File: config.mk
export PLATFORM = sky130hd
export DESIGN_NAME = req_queue_capture
export DESIGN_NICKNAME = d
export VERILOG_FILES = /design/src/rtl/rqc_pkg.sv /design/src/rtl/rqc_grant_qual.sv /design/src/rtl/rqc_fifo.sv /design/src/rtl/req_queue_capture.sv
export SDC_FILE = /design/constraint.sdc
export NUM_CORES = 1
export LEC_CHECK = 0
export ABC_CLOCK_PERIOD_IN_PS = 5400
export BUFFER_PORTS_ARGS = -buffer_cell sky130_fd_sc_hd__buf_2
export CAP_MARGIN = 10
export CORE_ASPECT_RATIO = 0.7
export CORE_UTILIZATION = 50
export DETAILED_ROUTE_END_ITERATION = 6
export GPL_TIMING_DRIVEN = 0
export PLACE_DENSITY_LB_ADDON = 0.12
export SLEW_MARGIN = 25
export SYNTH_ARGS = -nofsm -noshare
export SYNTH_HDL_FRONTEND = slang
export SYNTH_SLANG_ARGS = --single-unit
File: constraint.sdc
create_clock -name clk -period 5.4 [get_ports clk]
set_clock_uncertainty 0.05 [all_clocks]
set_input_delay 0.81 -clock clk [delete_from_list [all_inputs] [get_ports clk]]
set_output_delay 0.81 -clock clk [all_outputs]
set_load 0.02 [all_outputs]
File: src/rtl/rqc_pkg.sv
package rqc_pkg;
    localparam int ADDR_W = 32;
    localparam int CMD_W  = 4;
    localparam logic [2:0] ST_START = 3'b111;

    typedef struct packed {
        logic [ADDR_W-1:0] addr;
        logic [CMD_W-1:0]  cmd;
        logic              is_write;
        logic              high_pri;
    } req_entry_t;

    function automatic req_entry_t make_entry(logic [ADDR_W-1:0] a, logic [CMD_W-1:0] c);
        req_entry_t e;
        e.addr     = a;
        e.cmd      = c;
        e.is_write = c[0];
        e.high_pri = c[1];
        return e;
    endfunction
endpackage

File: src/rtl/rqc_grant_qual.sv
module rqc_grant_qual
    import rqc_pkg::*;
(
    input  logic       clk,
    input  logic       rst_n,
    input  logic       pipe_n,
    input  logic       gnt_n,
    input  logic [2:0] status,
    output logic       capture,
    output logic       protocol_err
);
    typedef struct packed {
        logic armed;
        logic burst;
        logic perr;
    } gq_state_t;

    gq_state_t gq_d, gq_q;
    logic start_now, permit, pipe_on;

    always_comb begin
        pipe_on   = !pipe_n;
        start_now = !gnt_n && (status == ST_START);
        permit    = gq_q.armed || start_now;
        capture   = pipe_on && permit;
        gq_d       = gq_q;
        gq_d.armed = start_now || (gq_q.armed && (pipe_on || !gq_q.burst));
        gq_d.burst = capture;
        if (pipe_on && !permit) gq_d.perr = 1'b1;
    end

    always_ff @(posedge clk or negedge rst_n) begin
        if (!rst_n) gq_q <= '0;
        else        gq_q <= gq_d;
    end

    assign protocol_err = gq_q.perr;


    perr_sticky_chk: assert property (@(posedge clk) disable iff (!rst_n)
        protocol_err |=> protocol_err);

    perr_cause_chk: assert property (@(posedge clk) disable iff (!rst_n)
        $rose(protocol_err) |-> $past(!pipe_n));
endmodule

File: src/rtl/rqc_fifo.sv
module rqc_fifo
    import rqc_pkg::*;
#(
    parameter int DEPTH = 8
) (
    input  logic       clk,
    input  logic       rst_n,
    input  logic       push_req,
    input  req_entry_t in_entry,
    input  logic       pop_ready,
    output logic       out_valid,
    output req_entry_t out_entry,
    output logic       overflow
);
    localparam int PW = (DEPTH > 1) ? $clog2(DEPTH) : 1;
    localparam int CW = $clog2(DEPTH + 1);
    localparam logic [CW-1:0] FULL_CNT = CW'(DEPTH);
    localparam logic [PW-1:0] LAST_IDX = PW'(DEPTH - 1);

    typedef struct {
        req_entry_t     slot [DEPTH];
        logic [PW-1:0]  rd;
        logic [PW-1:0]  wr;
        logic [CW-1:0]  cnt;
        logic           ovf;
    } fifo_state_t;

    fifo_state_t f_d, f_q;
    logic pop, accept;

    always_comb begin
        pop    = (f_q.cnt != '0) && pop_ready;
        accept = push_req && ((f_q.cnt != FULL_CNT) || pop);
        f_d    = f_q;
        if (pop) f_d.rd = (f_q.rd == LAST_IDX) ? '0 : f_q.rd + 1'b1;
        if (accept) begin
            f_d.slot[f_q.wr] = in_entry;
            f_d.wr = (f_q.wr == LAST_IDX) ? '0 : f_q.wr + 1'b1;
        end
        f_d.cnt = f_q.cnt + CW'(accept) - CW'(pop);
        if (push_req && !accept) f_d.ovf = 1'b1;
    end

    always_ff @(posedge clk or negedge rst_n) begin
        if (!rst_n) begin
            f_q.rd  <= '0;
            f_q.wr  <= '0;
            f_q.cnt <= '0;
            f_q.ovf <= 1'b0;
        end else begin
            f_q <= f_d;
        end
    end

    assign out_valid = (f_q.cnt != '0);
    assign out_entry = f_q.slot[f_q.rd];
    assign overflow  = f_q.ovf;


    count_bound_chk: assert property (@(posedge clk) disable iff (!rst_n)
        f_q.cnt <= FULL_CNT);

    ovf_sticky_chk: assert property (@(posedge clk) disable iff (!rst_n)
        overflow |=> overflow);

    drop_hold_chk: assert property (@(posedge clk) disable iff (!rst_n)
        (push_req && (f_q.cnt == FULL_CNT) && !pop_ready) |=> $stable(f_q.cnt));

    head_hold_chk: assert property (@(posedge clk) disable iff (!rst_n)
        (out_valid && !pop_ready) |=> (out_valid && $stable(out_entry)));
endmodule

File: src/rtl/req_queue_capture.sv
module req_queue_capture
    import rqc_pkg::*;
#(
    parameter int DEPTH = 8
) (
    input  logic        clk,
    input  logic        rst_n,
    input  logic        req_pipe_n,
    input  logic        arb_gnt_n,
    input  logic [2:0]  arb_status,
    input  logic [31:0] bus_ad,
    input  logic [3:0]  bus_cmd,
    input  logic        q_ready,
    output logic        q_valid,
    output logic [31:0] q_addr,
    output logic [3:0]  q_cmd,
    output logic        q_is_write,
    output logic        q_high_pri,
    output logic        overflow_err,
    output logic        protocol_err
);
    logic       capture;
    req_entry_t new_entry, head;

    rqc_grant_qual u_qual (
        .clk          (clk),
        .rst_n        (rst_n),
        .pipe_n       (req_pipe_n),
        .gnt_n        (arb_gnt_n),
        .status       (arb_status),
        .capture      (capture),
        .protocol_err (protocol_err)
    );

    assign new_entry = make_entry(bus_ad, bus_cmd);

    rqc_fifo #(.DEPTH(DEPTH)) u_fifo (
        .clk       (clk),
        .rst_n     (rst_n),
        .push_req  (capture),
        .in_entry  (new_entry),
        .pop_ready (q_ready),
        .out_valid (q_valid),
        .out_entry (head),
        .overflow  (overflow_err)
    );

    assign q_addr     = head.addr;
    assign q_cmd      = head.cmd;
    assign q_is_write = head.is_write;
    assign q_high_pri = head.high_pri;


    idle_no_push_chk: assert property (@(posedge clk) disable iff (!rst_n)
        (req_pipe_n && !q_valid) |=> !q_valid);
endmodule

==> impl_metrics.tcl <==
set metrics [dict create \
    status "complete, no violations" \
    cts-root-buf "clkbuf_16" \
    crit_path_end_kind "output port" \
    io_pins 85 \
    criticalPathCategory "flip-flop to output port" \
    ys_top_cells_by_area "edfxtp_1 74%, mux4_2 14%, mux2_2 3.8%, dfrtp_1 3.0%, ha_1 1.1%" \
    grt_pass1_wl_um 32300 \
    postSynthAreaPerCell_um2 23.5 \
    clk_latency_ns 0.54 \
    required_ns 4.54 \
    place_area_um2 12800 \
    antenna_found_initial 2 \
    ant_nets 0 \
    overflow 0 \
    drt_iter0_markers 341 \
    n_fill_cell 1635 \
    crit_fanout 10 \
    grt_usage_pct 18.7 \
    core_um2 22700 \
    synth.most_common_cell "edfxtp_1" \
    rsz0062_at_grt "no" \
    hold_path.class "primary input to asynchronous set/reset pin" \
    yosys_register_bits 302 \
    yosysWarnings 0 \
    ys_types 32 \
    dp_hpwl_um 14700 \
    portBuffers 84 \
    finalPower_w 0.00680 \
    finalSetupViolations 0 \
    stdcell_area_um2 13700 \
    synth_area_um2 11600 \
    finalSetupTns_ns 0 \
    yosysTopAreaCellShare_pct 74.3 \
    synth_edf_count 288 \
    core.rowCount 46 \
    power.density_nw_per_um2 496 \
    cts_resized 0 \
    ir_worst_vdd_v 0.000334 \
    die_w_um 184 \
    wl_per_cell_um 21.4 \
    grt_pass1_vias 5554 \
    ys_async_sr_fraction_pct 4.64 \
    initial_utilization_pct 51.2 \
    cts_setup_buffers 0 \
    min_period_over_period_pct 67.3 \
    routed-via-count 5347 \
    synth_seq_area_share_pct 77.3 \
    synthCells 496 \
    min_period_ns 3.63 \
    final-max-slew-violation-count 0 \
    slew_headroom_pct 43.1 \
    synth_common_cells "288 x edfxtp_1, 72 x mux4_2, 39 x mux2_2" \
    whs_ns 0.126 \
    routabilityCongestion 0.711 \
    dieHeight_um 130 \
    critPathArrivalTime_ns 2.77 \
    cts_tree "yes" \
    viasPerCell 5.38 \
    synth_top_area_cell "edfxtp_1" \
    holdBufCountCts 0 \
    htreeDepth 1 \
    drt_first_pass_iters 4 \
    clock-sinks 302 \
    synth_fp_nets 551 \
    cts_made_buffers 29 \
    drc_errors 0 \
    die-area_um2 23900 \
    post_route_cells_drive_above_1_share_pct 44.3 \
    area_growth_pct 17.7 \
    hold_viol_final 0 \
    fmax_mhz 275 \
    ys.flop_type "edfxtp_1" \
    crit_path_start_kind "flip-flop" \
    nets 714 \
    worst_pin_slew_ns 0.853 \
    wl_um 21200 \
    p_leak_nw 4.72 \
    cap_violations 0 \
    path_clk_slew_ns 0.06 \
    clockBufferDepth 3 \
    grt_max_degree 18 \
]
## critical path, cell delays in order (launching register included)
cell and delay, ns:
dfrtp_1 0.35, buf_2 0.25, clkbuf_1 0.61, mux4_2 0.41
mux2_2 0.32, buf_4 0.14, buf_2 0.15
## sequential cells by signal (all words and copies together), names as in the netlist
register	cells
u_qual.protocol_err	1
u_fifo.overflow	1
u_fifo.f_q	298
u_qual.gq_q	2
## area by class of cell
type	count	area, um2	area share, %
Sequential cell	302	9000	65.7
Multi-Input combinational cell	156	2480	18.1
Timing Repair Buffer	132	751	5.48
Clock buffer	34	744	5.43
Tap cell	312	390	2.85
Buffer	23	150	1.10
Clock inverter	17	130	0.949
Inverter	15	56.3	0.411
Antenna cell	2	5.00	0.0365
## final timing paths
check	cells past startpoint	start	to	slack [ns]
min in group clk	2	u_qual.protocol_err$_DFFE_PN0P_	u_qual.protocol_err$_DFFE_PN0P_	0.41
max in group asynchronous	1	rst_n	u_fifo.f_q[8]$_DFFE_PN0P_	4.91
min reg2reg	2	u_qual.protocol_err$_DFFE_PN0P_	u_qual.protocol_err$_DFFE_PN0P_	0.41
max	6	u_fifo.f_q[9]$_DFFE_PN0P_	q_cmd[0]	1.77
min	1	rst_n	u_fifo.f_q[5]$_DFFE_PN0N_	0.13
max reg2reg	9	u_fifo.f_q[3]$_DFF_PN0_	u_fifo.f_q[258]$_DFFE_PP_	2.42
## routing by layer
metal	up-vias	wire [um]	part of all wire [%]	GRT usage [%]
met5	-	0	0	0
met4	0	321	1.5	3.58
met3	25	1170	5.5	4.16
met2	119	10400	49	30.9
met1	2801	9360	44	25.9
li1	2402	-	-	-
## cells in the final DEF, fill, tap and decap left out, types with 2 or more instances in the layout
| cell type | Yosys | routed |
|---|---|---|
| nand2_1 | 4 | 4 |
| buf_1 | 2 | 2 |
| buf_6 | 7 | 15 |
| buf_2 | 3 | 111 |
| buf_4 | 2 | 18 |
| clkbuf_16 | 0 | 29 |
| o31ai_1 | 2 | 2 |
| nor3_2 | 0 | 4 |
| mux2_2 | 39 | 39 |
| clkinv_1 | 0 | 9 |
| nor4_2 | 0 | 2 |
| edfxtp_1 | 288 | 288 |
| inv_1 | 15 | 15 |
| nor2b_1 | 3 | 3 |
| nor2_1 | 2 | 2 |
| diode_2 | 0 | 2 |
| mux4_2 | 72 | 72 |
| a21o_1 | 2 | 2 |
| mux2_1 | 2 | 2 |
| dfrtp_1 | 14 | 14 |
| clkbuf_1 | 9 | 14 |
| ha_1 | 10 | 10 |
| clkinv_2 | 0 | 4 |
| bufinv_16 | 0 | 2 |
| nor4b_2 | 0 | 2 |
## through the flow
step	worst slack (ns)	util, %	std cells
after floorplan	-0.425	-	496
after CTS	1.74	60.3	991
after detailed placement	1.90	56.4	940
after global placement	-4.11	54.8	892
final	1.77	60.3	993
after global routing	1.62	60.3	991
## logic make-up after synthesis
logic type               share of synthesized area, %
flip-flops                                       77.3
AND/OR/NAND/NOR                                  1.12
buffers and inverters                            1.77
multiplexers                                     18.0
AO/OA/AOI/OAI                                   0.419
XOR/XNOR                                        0.151
adder cells (fa/ha/maj)                          1.25
## report_power, final
group / total [W] / switching, W / internal, W
clock: 0.00187 / 0.000802 / 0.00107
combinational: 0.00218 / 0.00114 / 0.00103
sequential: 0.00275 / 0.0000606 / 0.00269
total: 0.00680 / 0.00201 / 0.00480
No activity file was read; power rests on OpenSTA's default activity.
